[src/rtl/gpio_cfg_pkg.sv]
package gpio_cfg_pkg;
  localparam int ADDR_W = 3;

  typedef enum logic [ADDR_W-1:0] {
    OFS_DOUT  = 3'd0,
    OFS_MODE  = 3'd1,
    OFS_DIR   = 3'd2,
    OFS_DRIVE = 3'd3,
    OFS_DIN   = 3'd4
  } ofs_e;
endpackage

[src/rtl/gpio_cfg_regs.sv]
module gpio_cfg_regs
  import gpio_cfg_pkg::*;
#(
  parameter int               WIDTH    = 8,
  parameter bit               HAS_MODE = 1'b1,
  parameter logic [WIDTH-1:0] DIR_MASK = '1
) (
  input  logic              clk,
  input  logic              rst_n,
  input  logic              we,
  input  logic [ADDR_W-1:0] addr,
  input  logic [WIDTH-1:0]  wdata,
  output logic [WIDTH-1:0]  dout_q,
  output logic [WIDTH-1:0]  mode_q,
  output logic [WIDTH-1:0]  dir_q,
  output logic [WIDTH-1:0]  drive_q
);
  always_ff @(posedge clk or negedge rst_n) begin
    if (!rst_n) begin
      dout_q  <= '0;
      dir_q   <= '0;
      drive_q <= '0;
    end else if (we) begin
      case (addr)
        OFS_DOUT:  dout_q  <= wdata;
        OFS_DIR:   dir_q   <= wdata & DIR_MASK;
        OFS_DRIVE: drive_q <= wdata;
        default: ;
      endcase
    end
  end

  generate
    if (HAS_MODE) begin : g_mode
      always_ff @(posedge clk or negedge rst_n) begin
        if (!rst_n)                       mode_q <= '0;
        else if (we && addr == OFS_MODE)  mode_q <= wdata;
      end
    end else begin : g_no_mode
      assign mode_q = '0;
    end
  endgenerate
endmodule

[src/rtl/gpio_in_sync.sv]
module gpio_in_sync #(
  parameter int WIDTH = 8
) (
  input  logic             clk,
  input  logic             rst_n,
  input  logic [WIDTH-1:0] d,
  output logic [WIDTH-1:0] q
);
  logic [WIDTH-1:0] stage1;

  always_ff @(posedge clk or negedge rst_n) begin
    if (!rst_n) begin
      stage1 <= '0;
      q      <= '0;
    end else begin
      stage1 <= d;
      q      <= stage1;
    end
  end
endmodule

[src/rtl/gpio_pin_mux.sv]
module gpio_pin_mux #(
  parameter int               WIDTH   = 8,
  parameter logic [WIDTH-1:0] OD_MASK = '0
) (
  input  logic [WIDTH-1:0] dout_q,
  input  logic [WIDTH-1:0] mode_q,
  input  logic [WIDTH-1:0] dir_q,
  input  logic [WIDTH-1:0] drive_q,
  input  logic [WIDTH-1:0] pld_oe,
  input  logic [WIDTH-1:0] addr_bits,
  output logic [WIDTH-1:0] pad_out,
  output logic [WIDTH-1:0] pad_oe,
  output logic [WIDTH-1:0] pad_fast
);
  for (genvar i = 0; i < WIDTH; i++) begin : g_pin
    logic src, en;
    assign src = mode_q[i] ? addr_bits[i] : dout_q[i];
    assign en  = pld_oe[i] | dir_q[i];

    if (OD_MASK[i]) begin : g_od
      assign pad_out[i]  = drive_q[i] ? 1'b0 : src;
      assign pad_oe[i]   = drive_q[i] ? (en & ~src) : en;
      assign pad_fast[i] = 1'b0;
    end else begin : g_pp
      assign pad_out[i]  = src;
      assign pad_oe[i]   = en;
      assign pad_fast[i] = drive_q[i];
    end
  end
endmodule

[src/rtl/gpio_cfg_port.sv]
module gpio_cfg_port
  import gpio_cfg_pkg::*;
#(
  parameter int               WIDTH    = 8,
  parameter bit               HAS_MODE = 1'b1,
  parameter logic [WIDTH-1:0] DIR_MASK = '1,
  parameter logic [WIDTH-1:0] OD_MASK  = 8'h0F
) (
  input  logic              clk,
  input  logic              rst_n,
  input  logic              bus_we,
  input  logic [ADDR_W-1:0] bus_addr,
  input  logic [WIDTH-1:0]  bus_wdata,
  output logic [WIDTH-1:0]  bus_rdata,
  input  logic [WIDTH-1:0]  pld_oe,
  input  logic [WIDTH-1:0]  addr_bits,
  input  logic [WIDTH-1:0]  pad_in,
  output logic [WIDTH-1:0]  pad_out,
  output logic [WIDTH-1:0]  pad_oe,
  output logic [WIDTH-1:0]  pad_fast
);
  logic [WIDTH-1:0] dout_q, mode_q, dir_q, drive_q, din_q;

  gpio_cfg_regs #(.WIDTH(WIDTH), .HAS_MODE(HAS_MODE), .DIR_MASK(DIR_MASK)) u_regs (
    .clk(clk), .rst_n(rst_n), .we(bus_we), .addr(bus_addr), .wdata(bus_wdata),
    .dout_q(dout_q), .mode_q(mode_q), .dir_q(dir_q), .drive_q(drive_q)
  );

  gpio_in_sync #(.WIDTH(WIDTH)) u_sync (
    .clk(clk), .rst_n(rst_n), .d(pad_in), .q(din_q)
  );

  gpio_pin_mux #(.WIDTH(WIDTH), .OD_MASK(OD_MASK)) u_mux (
    .dout_q(dout_q), .mode_q(mode_q), .dir_q(dir_q), .drive_q(drive_q),
    .pld_oe(pld_oe), .addr_bits(addr_bits),
    .pad_out(pad_out), .pad_oe(pad_oe), .pad_fast(pad_fast)
  );

  always_comb begin
    case (bus_addr)
      OFS_DOUT:  bus_rdata = dout_q;
      OFS_MODE:  bus_rdata = mode_q;
      OFS_DIR:   bus_rdata = dir_q;
      OFS_DRIVE: bus_rdata = drive_q;
      OFS_DIN:   bus_rdata = din_q;
      default:   bus_rdata = '0;
    endcase
  end
endmodule

[config.mk]
export PLATFORM = sky130hd
export DESIGN_NAME = gpio_cfg_port
export DESIGN_NICKNAME = d
export VERILOG_FILES = /design/src/rtl/gpio_cfg_pkg.sv /design/src/rtl/gpio_cfg_regs.sv /design/src/rtl/gpio_in_sync.sv /design/src/rtl/gpio_pin_mux.sv /design/src/rtl/gpio_cfg_port.sv
export SDC_FILE = /design/constraint.sdc
export NUM_CORES = 1
export LEC_CHECK = 0
export ABC_AREA = 0
export BUFFER_PORTS_ARGS = -buffer_cell sky130_fd_sc_hd__buf_2
export CAP_MARGIN = 20
export CELL_PAD_IN_SITES_DETAIL_PLACEMENT = 2
export CELL_PAD_IN_SITES_GLOBAL_PLACEMENT = 2
export CORE_MARGIN = 2
export CORE_UTILIZATION = 34
export CTS_BUF_LIST = sky130_fd_sc_hd__clkbuf_8 sky130_fd_sc_hd__clkbuf_16
export CTS_CLUSTER_DIAMETER = 200
export DETAILED_ROUTE_END_ITERATION = 10
export PLACE_DENSITY_LB_ADDON = 0.1
export RECOVER_POWER = 25
export SKIP_LAST_GASP = 1
export SYNTH_ARGS = -nofsm -noshare
export SYNTH_HDL_FRONTEND = slang
export SYNTH_SLANG_ARGS = --single-unit
[constraint.sdc]
create_clock -name clk -period 1.5 [get_ports clk]
set_clock_uncertainty 0.15 [all_clocks]
set_input_delay 0 -clock clk [delete_from_list [all_inputs] [get_ports clk]]
set_output_delay 0 -clock clk [all_outputs]
set_load 0.005 [all_outputs]
==> impl_metrics.toml, run 1 <==
[die]
rows = 30
die_height_um = 86.8
pin_count = 70
die_w_um = 86.8
initial_utilization_pct = 34.7
fp.coreArea_sq_um = 6720
fp.dieArea_sq_um = 7530

[sta]
max_slew_margin_pct = 52.2
finalSetupTns_ns = -0.347
hold_violations = 0
fin_crit_ns = 1.57
post-route-period-util_pct = 104
timing.final.ws_setup_ns = -0.0655
slew_violations = 0
tightest_slew_ns = 0.713
setup_viol = 9
rsz0062_at_grt = "true"
fmax_mhz = 639

[power]
ir_worst_vdd_mv = 0.455
cellPowerDensity_nw_per_um2 = 1200
p_leak_nw = 1.52

[routing]
initialDrtViolationCount = 38
wl_mm = 6.43
wl_per_cell_um = 18.6
via_per_inst = 4.83
ant_nets = 0
drt-pass1-iter-count = 4
drcViolationCount = 0
vias = 1667

[placement]
pre_cts_slack_ns = 0.0277
port_buffers = 65
hpwl_mm = 4.34
routabilityCongestion = 0.749
dpl_cell_area_sq_um = 2660

[synth]
synth.area.top_cells = "dfrtp_1 (52%), mux2_2 (18%), buf_4 (5.2%), mux2_4 (5.2%), mux2i_1 (4.7%)"
yosysWarnings = 0
yosysTopAreaCell = "dfrtp_1"
synth_xor_area_share_pct = 0
synth_top_area_share_pct = 51.6
synth_top_family_by_area = "multiplexers"
synth_adder_area_share_pct = 0
yosysUniqueCellTypes = 27
syn_avg_cell_area_sq_um = 14.0
syn_inst = 167
yosys.area_share.simple_pct = 7.89
muxShareOfSynthArea_pct = 27.8
ys_ff_latch = 48
netlist_area_sq_um = 2330
synth_compound_area_share_pct = 4.83
ys_seq_area_share_pct = 51.6

[cts]
cts_tree = "built"
htree_levels = 2
clkLatencyLatePin_ns = 0.30
clk_pin_slew_ns = 0.09
clk_path_buf_depth = 2
numCtsBuffers = 5
cts_root_buffer = "clkbuf_8"
numClockSinks = 48

[critical_path]
required_ns = 1.35
crit_type = "reg2out"
worstSetupEndpoint = "bus_rdata[1]"
crit_start = "u_regs.dout_q[1]"
r2r_setup_slack_ns = 0.31
cp_max_fo = 2
rr_worst_depth = 3
cp-start-kind = "flop"
arrival_ns = 1.42
cp-end-kind = "primary output"
r2r-start = "u_regs.dout_q[2]"
r2r-end = "u_regs.dout_q[2]"

[hold_path]
min_path_type = "in2out"

[layout]
final_area_sq_um = 3110
nets = 302
layout_common_cells = "buf_2 (65), dfrtp_1 (48), mux2_2 (34)"
final_common_cell = "buf_2"
utilization_pct = 46.3
fill_cells = 678
areaGrowthSynthToFinish_pct = 33.6
drive_above_1_share_pct = 60.4
antenna_cells = 0

[outcome]
violations = "setup timing"
outcome = "finished with violations"

[grt]
grt-ovfl-total = 0
antenna_found_initial = 0
grt_pass1_vias = 1890
grt_max_degree = 49
grtUsageTotal_pct = 18.0
grt_pass1_wl_mm = 10.1

[job]
max-cap-violations = 0
==> logic make-up after synthesis <==
family | Yosys count
AND/OR/NAND/NOR | 25
multiplexers | 56
flip-flops | 48
buffers and inverters | 24
other | 1
AO/OA/AOI/OAI | 13
==> layout make-up <==
| class | instances | area, sq um | share of cell area [%] |
|---|---|---|---|
| clock buffers | 5 | 68.8 | 2.21 |
| clock inverters | 3 | 42.5 | 1.37 |
| inverters | 3 | 11.3 | 0.362 |
| multi-input cells | 98 | 998 | 32.1 |
| flip-flops and latches | 48 | 1200 | 38.6 |
| well taps | 80 | 100 | 3.22 |
| repair buffers | 108 | 691 | 22.2 |
==> where the power goes <==
group | leakage (nW) | total (mW) | internal [mW] | switching, mW
registers | 0.570 | 1.67 | 1.51 | 0.163
logic | 0.891 | 1.11 | 0.692 | 0.421
clock network | 0.0541 | 0.943 | 0.494 | 0.450
total | 1.52 | 3.72 | 2.69 | 1.03
==> critical path: stages (launching register included) <==
cell and delay [ns]:
dfrtp_1 0.40, mux2_2 0.27, a221o_1 0.31, buf_2 0.13
==> stage by stage <==
stage / instances / total power [mW] / hold slack (ns)
floorplan: 170 / 2.26 / -0.446
global placement: 301 / 2.50 / -0.144
detailed placement: 301 / 2.56 / -0.143
CTS: 340 / 3.69 / 0.0583
global route: 345 / 3.94 / 0.113
finish: 345 / 3.72 / 0.101
==> registers in the layout, indices dropped and copies added (netlist names) <==
signal,flops
u_sync.q,8
u_sync.stage1,8
u_regs.dout_q,8
u_regs.dir_q,8
u_regs.mode_q,8
u_regs.drive_q,8
==> layer usage <==
layer	part of all wire (%)	wire, um	GRT usage [%]
met2	51	3290	30.8
met5	0	0	0
met1	44	2840	23.2
met3	3.7	236	3.43
met4	0.93	60	5.40
==> cells in the mapped netlist <==
| cell | count |
|---|---|
| buf_2 | 1 |
| nor2_4 | 1 |
| nor3b_2 | 1 |
| nor2b_1 | 1 |
| a22oi_1 | 1 |
| conb_1 | 1 |
| and3_4 | 1 |
| nor4bb_1 | 1 |
| nand4b_2 | 1 |
| inv_1 | 3 |
| nor2_1 | 11 |
| mux2i_1 | 11 |
| dfrtp_1 | 48 |
| nor2_8 | 1 |
| nor3_4 | 1 |
| a221o_1 | 6 |
| buf_6 | 4 |
| nand2b_2 | 1 |
| mux2_4 | 8 |
| or2_2 | 4 |
| a21oi_1 | 1 |
| a211o_1 | 1 |
| mux2_2 | 37 |
| buf_4 | 16 |
| o21ai_0 | 1 |
| o22a_1 | 3 |
| nand2b_1 | 1 |
==> worst min path at each step <==
stage                          from         endpoint  slack (ns)  cells past startpoint
after CTS                     rst_n      u_sync.q[2]        0.06                      3
after detailed placement      rst_n      u_sync.q[2]       -0.14                      2
after global placement        rst_n  u_regs.dir_q[5]       -0.14                      2
after floorplan               rst_n  u_regs.dir_q[0]       -0.45                      0
after global routing      pld_oe[4]        pad_oe[4]        0.11                      3
final                     pld_oe[4]        pad_oe[4]        0.10                      3
==> what timing repair did <==
action / 4_1_cts / 5_1_grt
endpoints found under the hold margin: 88 / 0
cloned: 0 / 0
gates resized for setup: 4 / 6
pin swaps: 8 / 2
hold buffers: 17 / 0
setup buffers: 14 / 5
setup endpoints to repair: 10 / 13
No activity file was read; power rests on OpenSTA's default activity.
==> run 2, diff against run 1 <==
- CORE_MARGIN: 2 -> not set
==> run 2 against run 1 <==
Against the previous run:
- the run ends with DRC, setup timing left
- global-route usage down 0.34 points
- setup slack worse by 0.0025 ns
- clock power fell by 16%
- critical path type unchanged
==> impl_metrics.toml, run 2 (synthesis gave the netlist of run 1 again) <==
[outcome]
outcome = "finished with violations"
violations = "DRC, setup timing"

[layout]
final_cell_count_no_fill = 337
antenna_cells = 0
areaGrowthSynthToFinish_pct = 31.1
fill_cells = 669
nets = 298
drive_above_1_share_pct = 58.8
final_common_cell = "buf_2"
layout_common_cells = "buf_2 (65), dfrtp_1 (48), mux2_2 (31)"
utilization_pct = 47.0

[critical_path]
cp_cell_sequence = "mux2_2, a221o_1, buf_2"
r2r-end = "u_regs.dout_q[1]"
cp-start-kind = "flop"
r2r-start = "u_regs.dout_q[1]"
worstSetupEndpoint = "bus_rdata[1]"
cp_slowest_cell = "dfrtp_1"
crit_start = "u_regs.dout_q[1]"
cp_max_fo = 2
required_ns = 1.35
r2r_setup_slack_ns = 0.43
rr_worst_depth = 2
crit_type = "reg2out"
slowest_delay_ns = 0.41
arrival_ns = 1.42
cp-end-kind = "primary output"

[placement]
place_inst = 301
port_buffers = 65
hpwl_mm = 4.27
routabilityCongestion = 0.682

[hold_path]
min_path_type = "in2out"
hold_start = "pld_oe[5]"

[routing]
wl_per_cell_um = 18.0
via_per_inst = 4.84
vias = 1632
drcViolationCount = 5
wl_mm = 6.06
drt-pass1-iter-count = 9
initialDrtViolationCount = 54
ant_nets = 0

[grt]
grt-ovfl-total = 0
grtUsageTotal_pct = 17.7
grt_pass1_vias = 1870
grt_max_degree = 49
grt_pass1_wl_mm = 9.67
antenna_found_initial = 0

[sta]
setup_viol = 7
fmax_mhz = 638
slew_violations = 0
hold_violations = 0
tightest_slew_ns = 0.678
rsz0062_at_grt = "true"
max_slew_margin_pct = 54.8
post-route-period-util_pct = 105
fin_crit_ns = 1.57
timing.final.ws_setup_ns = -0.0680

[cts]
numClockSinks = 48
clk_pin_slew_ns = 0.09
cts_root_buffer = "clkbuf_8"
cts_tree = "built"
numCtsBuffers = 5
clkLatencyLatePin_ns = 0.29
htree_levels = 2
clk_path_buf_depth = 2

[die]
fp.coreArea_sq_um = 6490
pin_count = 70
die_height_um = 84.8
rows = 29
die_w_um = 84.8
initial_utilization_pct = 35.9
fp.dieArea_sq_um = 7190

[power]
pwr-share-comb_pct = 29.1
internal_power_mw = 2.52
pwr-share-seq_pct = 48.2
ir_worst_vdd_mv = 0.546
p_leak_nw = 1.50
switching_share_pct = 27.8
power_switching_uw = 969
cellPowerDensity_nw_per_um2 = 1140
pwr-share-clk_pct = 22.7

[job]
max-cap-violations = 0
-- run 2: cell count changes in the layout (fill, tap and decap cells not counted) --
cell	delta
mux2i_4	-1
clkbuf_8	+1
clkinv_2	-1
mux2i_2	-1
bufinv_16	-1
buf_4	-4
mux2_2	-3
mux2i_1	+2
clkinvlp_4	-1
mux2_4	+3
clkinv_4	+1
-- run 2: cell type report --
class	count	area (sq um)	area share (%)
clock buffer	6	82.6	2.70
clock inverter	1	8.76	0.287
inverter	3	11.3	0.369
multi-input combinational	98	993	32.5
sequential	48	1200	39.3
tap	77	96.3	3.15
timing repair buffer	104	661	21.6
-- run 2: power by group through the flow --
stage | clock network, mW | logic [mW] | registers, mW
CTS | 0.826 | 0.967 | 1.68
finish | 0.792 | 1.01 | 1.68
global placement | 0 | 0.798 | 1.70
global route | 0.886 | 1.10 | 1.71
floorplan | 0 | 0.617 | 1.64
detailed placement | 0 | 0.836 | 1.72
-- run 2: how the worst min path moves through the flow --
| stage | endpoint | slack [ns] | cells after the start |
|---|---|---|---|
| CTS | u_regs.dir_q[2] | 0.09 | 3 |
| floorplan | u_regs.dir_q[0] | -0.45 | 0 |
| detailed placement | u_regs.dir_q[5] | -0.14 | 2 |
| finish | pad_oe[5] | 0.1 | 3 |
| global placement | u_regs.dout_q[5] | -0.14 | 2 |
| global route | pad_oe[5] | 0.12 | 3 |
-- run 2: metrics by stage --
step / hold WS [ns] / power [mW] / TNS, ns / worst slack (ns) / cell area (sq um)
2_1_floorplan: -0.446 / 2.26 / 0 / 0.275 / 2340
3_3_place_gp: -0.144 / 2.50 / 0 / 0.124 / 2680
3_5_place_dp: -0.136 / 2.55 / 0 / 0.0828 / 2680
4_1_cts: 0.0852 / 3.47 / -0.418 / -0.0872 / 3010
5_1_grt: 0.116 / 3.70 / -0.793 / -0.131 / 3050
6_report: 0.0973 / 3.48 / -0.304 / -0.0680 / 3050
-- run 2: repair_timing --
item	CTS	global route
pin swaps	7	3
setup endpoints to repair	8	11
endpoints found under the hold margin	88	0
hold buffers	17	0
resized for setup	3	7
buffers inserted	8	4
-- run 2: metal layers --
layer | wire length [um] | global-route usage (%) | vias up
met4 | 19 | 2.77 | 0
met1 | 2750 | 22.9 | 834
met2 | 3090 | 31.6 | 40
li1 | - | - | 754
met3 | 198 | 2.95 | 4
met5 | 0 | 0 | -
-- run 2: worst max-delay path: cells and delay by family, from the launching register on --
kind	cells	cell delay, ns
compound gates	1	0.31
buf+inv	1	0.14
mux	1	0.27
flops	1	0.41
==> run 3, diff against run 2 <==
- SKIP_LAST_GASP: 1 -> not set
==> run 3 against run 2 <==
Against the previous run:
- the run still ends with DRC, setup timing left
- non-clock buffer count unchanged
- power about the same
- largest power group unchanged
- combinational power about the same
- utilization unchanged
- flip-flop and latch count unchanged
- die area unchanged
- maximum frequency up 0.17%
- sequential power about the same
==> impl_metrics.toml, run 3 (synthesis gave the netlist of run 1 again) <==
[critical_path]
cp-end-kind = "primary output"
rr_worst_depth = 2
cp_max_fo = 2
arrival_ns = 1.42
required_ns = 1.35
r2r-start = "u_regs.dout_q[1]"
crit_type = "reg2out"
r2r_setup_slack_ns = 0.44
cp-start-kind = "flop"
r2r-end = "u_regs.dout_q[1]"

[grt]
grt_pass1_wl_mm = 9.67
grtUsageTotal_pct = 17.7
gr-max-usage-layer = "met2"
grt_max_degree = 49
grtUsageMet3_pct = 2.95
grt-ovfl-total = 0
antenna_found_initial = 0
grt_pass1_vias = 1871
grt_util_met1_pct = 22.9
use_met2_pct = 31.6

[die]
fp.coreArea_sq_um = 6490
rows = 29
die_w_um = 84.8
pin_count = 70
initial_utilization_pct = 35.9
fp.dieArea_sq_um = 7190
die_height_um = 84.8

[cts]
cts_tree = "built"
clk_pin_slew_ns = 0.09
clkLatencyLatePin_ns = 0.29
clk_path_buf_depth = 2
numCtsBuffers = 5
cts_root_buffer = "clkbuf_8"
numClockSinks = 48
htree_levels = 2

[power]
pwr-share-comb_pct = 29.1
pwr-share-seq_pct = 48.2
switching_share_pct = 27.8
p_leak_nw = 1.50
cellPowerDensity_nw_per_um2 = 1140
pwr-share-clk_pct = 22.8
power_switching_uw = 967
finalPower_mw = 3.48
internal_power_mw = 2.52
ir_worst_vdd_mv = 0.545

[sta]
slew_violations = 0
setup_viol = 7
max_slew_margin_pct = 54.9
fin_crit_ns = 1.57
hold_violations = 0
fmax_mhz = 639
post-route-period-util_pct = 104
tightest_slew_ns = 0.677
rsz0062_at_grt = "true"
timing.final.ws_setup_ns = -0.0653

[routing]
ant_nets = 0
vias = 1630
drt-pass1-iter-count = 9
wl_per_cell_um = 17.9
initialDrtViolationCount = 61
drcViolationCount = 5
via_per_inst = 4.84
wl_mm = 6.05

[layout]
drive_above_1_share_pct = 58.8
fill_cells = 666
antenna_cells = 0
final_common_cell = "buf_2"
layout_common_cells = "buf_2 (65), dfrtp_1 (48), mux2_2 (31)"
nets = 298
utilization_pct = 47.0
areaGrowthSynthToFinish_pct = 31.1

[placement]
port_buffers = 65
hpwl_mm = 4.27
routabilityCongestion = 0.682

[hold_path]
hold_start = "pld_oe[5]"
whs_endpoint = "pad_oe[5]"
min_path_type = "in2out"
hold_depth = 3

[outcome]
violations = "DRC, setup timing"
outcome = "finished with violations"

[job]
max-cap-violations = 0
## run 3: cell counts in the layout (fill, tap and decap cells not counted)
Identical to the previous run, type by type.
## run 3: how the worst max path moves through the flow
stage | from | to | cells after the start
3_3_place_gp | bus_addr[1] | u_regs.dout_q[7] | 5
6_report | u_regs.dout_q[1] | bus_rdata[1] | 3
2_1_floorplan | bus_addr[0] | u_regs.dir_q[0] | 5
3_5_place_dp | bus_addr[1] | u_regs.dout_q[7] | 5
4_1_cts | u_regs.dout_q[1] | bus_rdata[1] | 3
5_1_grt | u_regs.dout_q[1] | bus_rdata[1] | 3
## run 3: worst max-delay path, stage by stage (launching register included)
cell     delay [ns]
dfrtp_1        0.41
mux2_2         0.27
a221o_1        0.31
buf_2          0.14
## run 3: per-stage QoR
step / setup TNS (ns) / setup slack, ns / cell area, sq um / hold WS (ns) / instances
2_1_floorplan: 0 / 0.275 / 2340 / -0.446 / 170
4_1_cts: -0.401 / -0.0872 / 3010 / 0.0852 / 333
3_3_place_gp: 0 / 0.124 / 2680 / -0.144 / 301
5_1_grt: -0.817 / -0.134 / 3050 / 0.116 / 337
6_report: -0.303 / -0.0653 / 3050 / 0.0973 / 337
3_5_place_dp: 0 / 0.0828 / 2680 / -0.136 / 301
## run 3: power groups by stage
stage,logic [mW],clock network (mW),registers [mW]
floorplan,0.617,0,1.64
global placement,0.798,0,1.70
detailed placement,0.836,0,1.72
CTS,0.968,0.826,1.68
global route,1.10,0.889,1.71
finish,1.01,0.793,1.68
## run 3: area by class of cell
class | count | area, sq um | share of cell area, %
flip-flops and latches | 48 | 1200 | 39.3
well taps | 77 | 96.3 | 3.15
repair buffers | 104 | 661 | 21.6
clock inverters | 1 | 8.76 | 0.287
inverters | 3 | 11.3 | 0.369
multi-input cells | 98 | 993 | 32.5
clock buffers | 6 | 82.6 | 2.70
## run 3: what timing repair did
action,CTS,global route
endpoints found under the hold margin,88,0
endpoints found under the setup margin,8,11
buffers inserted,8,4
hold buffers,17,0
pin swaps,8,2
gates resized for setup,3,7
## run 3: layer usage
metal	vias up	part of all wire, %	wire length (um)
met5	-	0	0
met4	0	0.45	27
met3	5	3.7	226
met2	43	51	3090
met1	829	45	2710
li1	753	-	-
